==> config.mk <==
export PLATFORM = sky130hd
export DESIGN_NAME = dualmode_sequencer
export DESIGN_NICKNAME = d
export VERILOG_FILES = /design/src/rtl/seqr_pkg.sv /design/src/rtl/seqr_decode.sv /design/src/rtl/seqr_vtable.sv /design/src/rtl/seqr_pc.sv /design/src/rtl/dualmode_sequencer.sv
export SDC_FILE = /design/constraint.sdc
export NUM_CORES = 1
export LEC_CHECK = 0
export ABC_CLOCK_PERIOD_IN_PS = 3950
export CORE_UTILIZATION = 40
export CTS_CLUSTER_SIZE = 28
export DETAILED_ROUTE_END_ITERATION = 8
export DONT_BUFFER_PORTS = 1
export HOLD_SLACK_MARGIN = 0.1
export PLACE_DENSITY_LB_ADDON = 0.2
export SLEW_MARGIN = 20
export SYNTH_ARGS = -nofsm -noshare
export SYNTH_HDL_FRONTEND = slang
export SYNTH_SLANG_ARGS = --single-unit
==> constraint.sdc <==
create_clock -name clk -period 3.95 [get_ports clk]
set_clock_uncertainty 0.2 [all_clocks]
set_input_delay 0.79 -clock clk [delete_from_list [all_inputs] [get_ports clk]]
set_output_delay 0.79 -clock clk [all_outputs]
set_load 0.01 [all_outputs]
==> src/rtl/seqr_pkg.sv <==
package seqr_pkg;

    typedef enum logic [2:0] {
        OP_STEP   = 3'b000,
        OP_JUMP   = 3'b001,
        OP_IO     = 3'b010,
        OP_SETVEC = 3'b011,
        OP_SCALL  = 3'b100,
        OP_RET    = 3'b101,
        OP_HALT   = 3'b110,
        OP_SPARE  = 3'b111
    } opcode_e;

    typedef enum logic [2:0] {
        ST_FETCH,
        ST_DECODE,
        ST_EXEC,
        ST_INTCHK,
        ST_HALT
    } state_e;

    typedef enum logic [2:0] {
        PC_HOLD,
        PC_INC,
        PC_LOAD,
        PC_CALL,
        PC_IRQ,
        PC_RET
    } pc_cmd_e;

    localparam int unsigned OPC_W = 3;

    function automatic logic op_privileged(input opcode_e op);
        return (op == OP_IO) || (op == OP_SETVEC) || (op == OP_RET) || (op == OP_HALT);
    endfunction

endpackage

==> src/rtl/seqr_decode.sv <==
module seqr_decode
    import seqr_pkg::*;
#(
    parameter int unsigned ADDR_W = 8,
    parameter int unsigned IDX_W  = 3
) (
    input  logic [OPC_W+IDX_W+ADDR_W-1:0] instr,
    input  logic                          mode_user,
    output opcode_e                       op,
    output logic [IDX_W-1:0]              slot,
    output logic [ADDR_W-1:0]             target,
    output logic                          fault
);
    localparam int unsigned INSTR_W = OPC_W + IDX_W + ADDR_W;

    always_comb begin
        op     = opcode_e'(instr[INSTR_W-1 -: OPC_W]);
        slot   = instr[ADDR_W +: IDX_W];
        target = instr[ADDR_W-1:0];
        fault  = op_privileged(op) && mode_user;
    end

endmodule

==> src/rtl/seqr_vtable.sv <==
module seqr_vtable #(
    parameter int unsigned ADDR_W = 8,
    parameter int unsigned IDX_W  = 3
) (
    input  logic              clk,
    input  logic              rst_n,
    input  logic              wr_en,
    input  logic [IDX_W-1:0]  wr_slot,
    input  logic [ADDR_W-1:0] wr_vec,
    input  logic [IDX_W-1:0]  rd_slot,
    output logic [ADDR_W-1:0] rd_vec
);
    localparam int unsigned SLOTS = 1 << IDX_W;

    logic [ADDR_W-1:0] slot_vec [SLOTS];

    for (genvar g = 0; g < SLOTS; g++) begin : g_slot
        logic [ADDR_W-1:0] vec_q;
        logic              hit;

        assign hit = wr_en && (wr_slot == IDX_W'(g));

        always_ff @(posedge clk) begin
            if (!rst_n) begin
                vec_q <= '0;
            end else if (hit) begin
                vec_q <= wr_vec;
            end
        end

        assign slot_vec[g] = vec_q;
    end

    assign rd_vec = slot_vec[rd_slot];

endmodule

==> src/rtl/seqr_pc.sv <==
module seqr_pc
    import seqr_pkg::*;
#(
    parameter int unsigned       ADDR_W   = 8,
    parameter logic [ADDR_W-1:0] START_PC = 8'h10
) (
    input  logic              clk,
    input  logic              rst_n,
    input  pc_cmd_e           cmd,
    input  logic [ADDR_W-1:0] load_val,
    output logic [ADDR_W-1:0] pc,
    output logic [ADDR_W-1:0] saved
);
    always_ff @(posedge clk) begin
        if (!rst_n) begin
            pc    <= START_PC;
            saved <= '0;
        end else begin
            unique case (cmd)
                PC_INC:  pc <= pc + 1'b1;
                PC_LOAD: pc <= load_val;
                PC_CALL: begin
                    saved <= pc + 1'b1;
                    pc    <= load_val;
                end
                PC_IRQ: begin
                    saved <= pc;
                    pc    <= load_val;
                end
                PC_RET:  pc <= saved;
                default: pc <= pc;
            endcase
        end
    end

endmodule

==> src/rtl/dualmode_sequencer.sv <==
module dualmode_sequencer
    import seqr_pkg::*;
#(
    parameter int unsigned       ADDR_W     = 8,
    parameter int unsigned       IDX_W      = 3,
    parameter logic [ADDR_W-1:0] START_PC   = 8'h10,
    parameter logic [ADDR_W-1:0] IRQ_PC     = 8'h40,
    parameter logic [IDX_W-1:0]  FAULT_SLOT = 3'd7
) (
    input  logic                          clk,
    input  logic                          rst_n,
    output logic                          imem_en,
    output logic [ADDR_W-1:0]             imem_addr,
    input  logic [OPC_W+IDX_W+ADDR_W-1:0] imem_rdata,
    input  logic                          irq_req,
    output logic                          halted,
    output logic                          mode_user,
    output logic                          priv_fault
);
    localparam int unsigned INSTR_W = OPC_W + IDX_W + ADDR_W;

    state_e               state_q, state_d;
    logic [INSTR_W-1:0]   ir_q;
    logic                 mode_q;
    logic                 pend_q;
    logic                 fault_q;

    opcode_e              dec_op;
    logic [IDX_W-1:0]     dec_slot;
    logic [ADDR_W-1:0]    dec_target;
    logic                 dec_fault;

    pc_cmd_e              pc_cmd;
    logic [ADDR_W-1:0]    pc_load;
    logic [ADDR_W-1:0]    pc_q;
    logic [ADDR_W-1:0]    saved_pc;

    logic                 tbl_we;
    logic [IDX_W-1:0]     tbl_rd_slot;
    logic [ADDR_W-1:0]    tbl_vec;

    logic                 go_sup;
    logic                 go_user;
    logic                 take_irq;
    logic                 fault_evt;

    seqr_decode #(
        .ADDR_W (ADDR_W),
        .IDX_W  (IDX_W)
    ) u_decode (
        .instr     (ir_q),
        .mode_user (mode_q),
        .op        (dec_op),
        .slot      (dec_slot),
        .target    (dec_target),
        .fault     (dec_fault)
    );

    assign tbl_rd_slot = dec_fault ? FAULT_SLOT : dec_slot;

    seqr_vtable #(
        .ADDR_W (ADDR_W),
        .IDX_W  (IDX_W)
    ) u_vtable (
        .clk     (clk),
        .rst_n   (rst_n),
        .wr_en   (tbl_we),
        .wr_slot (dec_slot),
        .wr_vec  (dec_target),
        .rd_slot (tbl_rd_slot),
        .rd_vec  (tbl_vec)
    );

    seqr_pc #(
        .ADDR_W   (ADDR_W),
        .START_PC (START_PC)
    ) u_pc (
        .clk      (clk),
        .rst_n    (rst_n),
        .cmd      (pc_cmd),
        .load_val (pc_load),
        .pc       (pc_q),
        .saved    (saved_pc)
    );

    // State register
    always_ff @(posedge clk) begin
        if (!rst_n) begin
            state_q <= ST_FETCH;
        end else begin
            state_q <= state_d;
        end
    end

    // Next state
    always_comb begin
        state_d = state_q;
        unique case (state_q)
            ST_FETCH:  state_d = ST_DECODE;
            ST_DECODE: state_d = ST_EXEC;
            ST_EXEC:   state_d = (dec_op == OP_HALT && !dec_fault) ? ST_HALT : ST_INTCHK;
            ST_INTCHK: state_d = ST_FETCH;
            ST_HALT:   state_d = ST_HALT;
            default:   state_d = ST_FETCH;
        endcase
    end

    // Per-state controls
    always_comb begin
        pc_cmd    = PC_HOLD;
        pc_load   = dec_target;
        tbl_we    = 1'b0;
        go_sup    = 1'b0;
        go_user   = 1'b0;
        take_irq  = 1'b0;
        fault_evt = 1'b0;
        unique case (state_q)
            ST_EXEC: begin
                if (dec_fault) begin
                    pc_cmd    = PC_CALL;
                    pc_load   = tbl_vec;
                    go_sup    = 1'b1;
                    fault_evt = 1'b1;
                end else begin
                    unique case (dec_op)
                        OP_JUMP: begin
                            pc_cmd = PC_LOAD;
                        end
                        OP_SETVEC: begin
                            pc_cmd = PC_INC;
                            tbl_we = 1'b1;
                        end
                        OP_SCALL: begin
                            pc_cmd  = PC_CALL;
                            pc_load = tbl_vec;
                            go_sup  = 1'b1;
                        end
                        OP_RET: begin
                            pc_cmd  = PC_RET;
                            go_user = 1'b1;
                        end
                        OP_HALT: begin
                            pc_cmd = PC_HOLD;
                        end
                        default: begin
                            pc_cmd = PC_INC;
                        end
                    endcase
                end
            end
            ST_INTCHK: begin
                if (pend_q && mode_q) begin
                    pc_cmd   = PC_IRQ;
                    pc_load  = IRQ_PC;
                    go_sup   = 1'b1;
                    take_irq = 1'b1;
                end
            end
            default: begin
                pc_cmd = PC_HOLD;
            end
        endcase
    end

    // Instruction register, mode bit, interrupt pending, fault pulse
    always_ff @(posedge clk) begin
        if (!rst_n) begin
            ir_q    <= '0;
            mode_q  <= 1'b0;
            pend_q  <= 1'b0;
            fault_q <= 1'b0;
        end else begin
            if (state_q == ST_DECODE) begin
                ir_q <= imem_rdata;
            end
            if (go_sup) begin
                mode_q <= 1'b0;
            end else if (go_user) begin
                mode_q <= 1'b1;
            end
            pend_q  <= (pend_q && !take_irq) || irq_req;
            fault_q <= fault_evt;
        end
    end

    assign imem_en    = (state_q == ST_FETCH);
    assign imem_addr  = pc_q;
    assign halted     = (state_q == ST_HALT);
    assign mode_user  = mode_q;
    assign priv_fault = fault_q;

endmodule

==> flow_summary.json, run 1 <==
{
  "status": "finished, final reports clean",
  "ctsHoldBuffers": 0,
  "final_common_cell": "dfxtp_1",
  "clk_pin_slew_ps": 70,
  "initial_core_util_pct": 41.6,
  "dr.first_iter.drc_count": 387,
  "cp-end-kind": "flip-flop",
  "layout_setup_ws_ps": 775,
  "hp-start": "u_vtable.g_slot[4].vec_q[7]",
  "vias_per_cell": 5.73,
  "rsz0062_at_grt": "no",
  "die_y_um": 114,
  "cts.repair.resized": 0,
  "worst_pin_slew_ps": 1000,
  "clk-insertion-delay-late_ps": 350,
  "synthesis.nets": 622,
  "ant_nets": 0,
  "criticalPathCategory": "reg2reg",
  "drt_first_pass_iters": 5,
  "worstSetupStartpointType": "flip-flop",
  "reg2reg_from": "ir_q[12]",
  "wl_per_cell_um": 18.5,
  "post-place-cells": 725,
  "slowest_stage": "dfxtp_1",
  "rows": 40,
  "final.fill_count": 1243,
  "grt_max_degree": 61,
  "die_x_um": 114,
  "finalWirelength_um": 13700,
  "cts.sinks": 100,
  "p_per_area_mw_per_mm2": 394,
  "max-slew-margin-rel_pct": 32.6,
  "synthCells": 604,
  "placement.setup.worst_slack_ps": 847,
  "fin_cells": 740,
  "final_cell_area_mm2": 0.00538,
  "placed_area_mm2": 0.00508,
  "dieArea_mm2": 0.0131,
  "p_seq_share_pct": 51.3,
  "grt_pass1_wl_um": 21900,
  "hold_path.class": "reg2reg",
  "ys_warn_count": 0,
  "fin_nets": 586,
  "cts_setup_buffers": 0,
  "gr-total-overflow": 0,
  "switchingPower_mw": 0.545,
  "setup_viol": 0,
  "finalMaxSlewViolations": 0,
  "final.period_utilization_pct": 80.4,
  "p_int_mw": 1.57,
  "ys_seq_area_share_pct": 39.6,
  "netlist_area_mm2": 0.00506,
  "clock_power_share_pct": 41.2,
  "finalHoldViolCount": 0,
  "io_buffers": 0,
  "async_reset_ff_share_pct": 0,
  "drive_above_1_share_pct": 6.47,
  "cts_root_buffer": "clkbuf_16",
  "grt_pass1_vias": 3946,
  "gp_congestion": 0.866,
  "cts-buffers-inserted": 9,
  "p_leak_nw": 1.91,
  "switching_share_pct": 25.8,
  "num_antenna_cells": 0,
  "pwr-share-comb_pct": 7.5,
  "r2r_setup_slack_ps": 780,
  "synthFlopType": "dfxtp_1",
  "synthDistinctLibCells": 66,
  "cts_tree": "yes",
  "coreArea_mm2": 0.0122,
  "syn2layout_area_growth_pct": 6.23,
  "critPathRequiredTime_ps": 4020,
  "htree_num_levels": 3,
  "synth_seq_cells": 100,
  "syn_area_per_cell_um2": 8.38,
  "holdPathStages": 2,
  "final_cell_mix": "dfxtp_1 (100), nor2_1 (82), mux2i_1 (67)",
  "ios": 29,
  "setup_tns_ps": 0,
  "timing.rr.end": "u_pc.pc[0]",
  "cap_violations": 0,
  "slowest_delay_ps": 800,
  "antenna_found_initial": 0,
  "fmax_mhz": 315,
  "path_max_fanout": 20,
  "vias": 4243,
  "drc_errors": 0,
  "clockBufferDepth": 2,
  "period_needed_ps": 3170,
  "dp_hpwl_um": 9370,
  "holdPathEnd": "u_vtable.g_slot[4].vec_q[7]",
  "track_usage_pct": 22.0,
  "vdd_drop_max_mv": 0.250,
  "synth_edf_count": 0,
  "whs_ps": 256,
  "path_cells": "and4b_1 > a21oi_1 > o2111ai_1 > a32oi_1 > nand3_1 > a31oi_1",
  "arrival_ps": 3250,
  "r2r_cells": 6
}
[area by class of cell]
cell class	count	area [µm²]	share of cell area, %
Sequential cell	100	2000	37.2
Multi-Input combinational cell	442	2780	51.7
Inverter	8	30.0	0.559
Clock buffer	9	225	4.19
Clock inverter	6	65.1	1.21
Timing Repair Buffer	7	65.1	1.21
Tap cell	168	210	3.91
[kinds of logic (layout without fill, tap and decap cells)]
| group | after synthesis | in the layout | share of synthesized area, % |
|---|---|---|---|
| compound gates | 137 | 137 | 18.1 |
| xor+xnor | 10 | 10 | 1.73 |
| fa+ha+maj | 1 | 1 | 0.247 |
| buf+inv | 62 | 30 | 5.54 |
| flops | 100 | 100 | 39.6 |
| mux | 70 | 70 | 13.9 |
| simple gates | 224 | 224 | 20.9 |
[stage by stage]
stage / power [mW] / util (%)
after floorplan: 1.22 / -
final: 2.12 / 44.2
after global placement: 1.26 / 41.8
after detailed placement: 1.27 / 41.8
after CTS: 2.14 / 44.2
after global routing: 2.21 / 44.2
[power groups by stage]
stage	combinational, mW	sequential [mW]	clock [mW]
floorplan	0.152	1.06	0
global placement	0.155	1.11	0
detailed placement	0.157	1.11	0
CTS	0.158	1.08	0.898
global route	0.176	1.09	0.944
finish	0.159	1.09	0.873
[flip-flops by register name (all words and copies together) (netlist names)]
signal,cells
priv_fault,1
mode_user,1
u_pc.saved,8
u_pc.pc,8
state_q,3
pend_q,1
u_vtable.g_slot.vec_q,64
ir_q,14
[cell usage after synthesis, drive strengths merged (5+ instances only)]
library cell	instances	area, µm²
o21ai	26	134
mux2i	67	671
nor3b	6	50.1
a221oi	5	43.8
o211ai	9	67.6
nor2	83	319
and2	5	31.3
nand3	20	105
nor2b	5	31.3
a21oi	44	220
a211oi	8	72.6
nor3	10	61.3
dfxtp	100	2000
nand2b	8	50.1
inv	8	30.0
xnor2	9	78.8
nand2	66	248
clkbuf	36	135
o2bb2ai	5	43.8
buf	18	115
[worst max-delay path, delay by kind of cell (launching register included)]
| kind | cells | cell delay, ps |
|---|---|---|
| AO/OA/AOI/OAI | 4 | 1580 |
| AND/OR/NAND/NOR | 2 | 510 |
| flip-flops | 1 | 800 |
[per-layer routing]
layer | wire length (µm) | track usage (%) | part of all wire (%) | vias up
met5 | 0 | 0 | 0 | -
met4 | 237 | 7.27 | 1.7 | 0
met3 | 671 | 4.98 | 4.9 | 16
met2 | 6350 | 35.4 | 46 | 117
met1 | 6400 | 29.0 | 47 | 2046
li1 | - | - | - | 2064
[how the worst max path moves through the flow]
| stage | slack, ps | end | from | depth (start not counted) |
|---|---|---|---|---|
| after floorplan | 1630 | u_pc.pc[4] | mode_user | 9 |
| after global placement | 870 | u_pc.pc[0] | ir_q[12] | 6 |
| after detailed placement | 850 | u_pc.pc[0] | ir_q[12] | 6 |
| after CTS | 810 | u_pc.pc[0] | ir_q[12] | 6 |
| after global routing | 650 | u_pc.pc[0] | ir_q[12] | 6 |
| final | 780 | u_pc.pc[0] | ir_q[12] | 6 |
Power figures use the tool's default switching activity.
==> run 2: changes to the inputs <==
--- a/config.mk
+++ b/config.mk
@@ -5,7 +5,7 @@
 export SDC_FILE = /design/constraint.sdc
 export NUM_CORES = 1
 export LEC_CHECK = 0
-export ABC_CLOCK_PERIOD_IN_PS = 3950
+export ABC_CLOCK_PERIOD_IN_PS = 3000
 export CORE_UTILIZATION = 40
 export CTS_CLUSTER_SIZE = 28
 export DETAILED_ROUTE_END_ITERATION = 8
==> constraint.sdc (replaced) <==
create_clock -name clk -period 3 [get_ports clk]
set_clock_uncertainty 0.2 [all_clocks]
set_input_delay 0.6 -clock clk [delete_from_list [all_inputs] [get_ports clk]]
set_output_delay 0.6 -clock clk [all_outputs]
set_load 0.01 [all_outputs]
==> run 2 against run 1 <==
  * Cell area up 3.0%
  * Die area did not move
  * Combinational power increased by 53%
  * Wire length increased by 0.90%
  * Via count is 1.2% higher
  * Global-route usage up 0.23 points
  * Highest routed layer unchanged
==> flow_summary.json, run 2 (synthesis gave the netlist of run 1 again) <==
{
  "status": "finished, final reports clean",
  "drive_above_1_share_pct": 9.34,
  "drc_errors": 0,
  "grt_pass1_wl_um": 22200,
  "cap_violations": 0,
  "vdd_drop_max_mv": 0.248,
  "fin_nets": 603,
  "rsz0062_at_grt": "no",
  "holdPathEnd": "state_q[0]",
  "largest-register": "u_vtable.g_slot.vec_q",
  "wl_per_cell_um": 18.2,
  "hold_path.class": "in2reg",
  "setup_tns_ps": 0,
  "cts_tree": "yes",
  "fmax_mhz": 357,
  "num_antenna_cells": 0,
  "antenna_found_initial": 0,
  "die_y_um": 114,
  "gp_congestion": 0.895,
  "clk-insertion-delay-late_ps": 350,
  "arrival_ps": 2830,
  "ant_nets": 0,
  "final.period_utilization_pct": 93.4,
  "dr.first_iter.drc_count": 356,
  "top_regs": "u_vtable.g_slot.vec_q: 64 flops, ir_q: 14 flops",
  "grt_pass1_vias": 4100,
  "max-slew-margin-rel_pct": 53.2,
  "io_buffers": 0,
  "dieArea_mm2": 0.0131,
  "path_max_fanout": 15,
  "r2r_setup_slack_ps": 200,
  "track_usage_pct": 22.2,
  "worst_pin_slew_ps": 696,
  "cp-end-kind": "flip-flop",
  "dp_hpwl_um": 9560,
  "finalWirelength_um": 13800,
  "gr-total-overflow": 0,
  "timing.rr.end": "u_pc.pc[4]",
  "hp-start": "rst_n",
  "criticalPathCategory": "reg2reg",
  "final.fill_count": 1234,
  "cts-buffers-inserted": 9,
  "p_leak_nw": 2.01,
  "ios": 29,
  "r2r_cells": 6,
  "syn2layout_area_growth_pct": 9.45,
  "cts_root_buffer": "clkbuf_16",
  "drt_first_pass_iters": 6,
  "coreArea_mm2": 0.0122,
  "slowest_stage": "dfxtp_1",
  "final_common_cell": "dfxtp_1",
  "cts_setup_buffers": 0,
  "power_mw": 2.87,
  "seqCellArea_mm2": 0.00200,
  "die_x_um": 114,
  "clockBufferDepth": 2,
  "holdPathStages": 2,
  "critPathRequiredTime_ps": 3020,
  "clk_pin_slew_ps": 70,
  "vias": 4296,
  "p_per_area_mw_per_mm2": 518,
  "path_cells": "a21boi_2 > a211o_1 > a32oi_1 > a21oi_1 > a2111oi_0 > o21ai_0",
  "largest_reg_flops": 64,
  "finalMaxSlewViolations": 0,
  "final_cell_mix": "dfxtp_1 (100), nor2_1 (82), mux2i_1 (67)",
  "vias_per_cell": 5.68,
  "setup_viol": 0,
  "worstSetupStartpointType": "flip-flop",
  "finalHoldViolCount": 0,
  "reg2reg_from": "ir_q[11]",
  "htree_num_levels": 3,
  "multi_input_area_mm2": 0.00278,
  "slowest_delay_ps": 660,
  "grt_max_degree": 68,
  "rows": 40,
  "period_needed_ps": 2800,
  "cts.sinks": 100,
  "initial_core_util_pct": 41.6
}
[run 2: power breakdown]
group | internal [mW] | switching, mW | leakage, nW
sequential | 1.35 | 0.0616 | 0.809
clock | 0.695 | 0.516 | 0.153
combinational | 0.0904 | 0.153 | 1.05
[run 2: worst max-delay path, delay by kind of cell, from the launching register on]
kind,cells,cell delay (ps)
AOI/OAI and AO/OA,6,1800
DFF,1,660
[run 2: worst max path at each step]
stage | startpoint | end | slack (ps) | cells after the start
2_1_floorplan | mode_user | u_pc.pc[4] | 680 | 9
3_3_place_gp | ir_q[11] | u_pc.pc[4] | 180 | 5
3_5_place_dp | ir_q[11] | u_pc.pc[4] | 180 | 5
4_1_cts | ir_q[12] | u_pc.pc[4] | 170 | 5
5_1_grt | ir_q[11] | u_pc.pc[4] | 20 | 6
6_report | ir_q[11] | u_pc.pc[4] | 200 | 6
[run 2: repair_timing]
action / CTS / global route
hold buffers: 0 / 0
endpoints found under the setup margin: 0 / 2
resized for setup: 0 / 1
[run 2: per-stage QoR]
| stage | hold slack, ps | setup slack (ps) | cell area, µm² | utilization, % | std cells |
|---|---|---|---|---|---|
| floorplan | 236 | 685 | 5060 | - | 604 |
| global placement | 244 | 181 | 5230 | 43.0 | 742 |
| detailed placement | 254 | 178 | 5230 | 43.0 | 742 |
| CTS | 162 | 165 | 5530 | 45.5 | 757 |
| global route | 171 | 16.3 | 5540 | 45.5 | 757 |
| finish | 166 | 197 | 5540 | 45.5 | 757 |
[run 2: metal layers]
layer | global-route usage, % | vias up | part of all wire (%) | wire length, µm
li1 | - | 2096 | - | -
met1 | 29.0 | 2032 | 46 | 6410
met4 | 8.57 | 0 | 2.0 | 272
met2 | 36.0 | 150 | 46 | 6290
met5 | 0 | - | 0 | 0
met3 | 4.50 | 18 | 5.9 | 814
[run 2: final cells by class]
class                   instances  share of cell area [%]
repair buffers                 24                    3.71
clock buffers                  11                    4.56
well taps                     168                    3.80
clock inverters                 4                    1.02
multi-input cells             442                    50.2
flip-flops and latches        100                    36.2
inverters                       8                   0.542
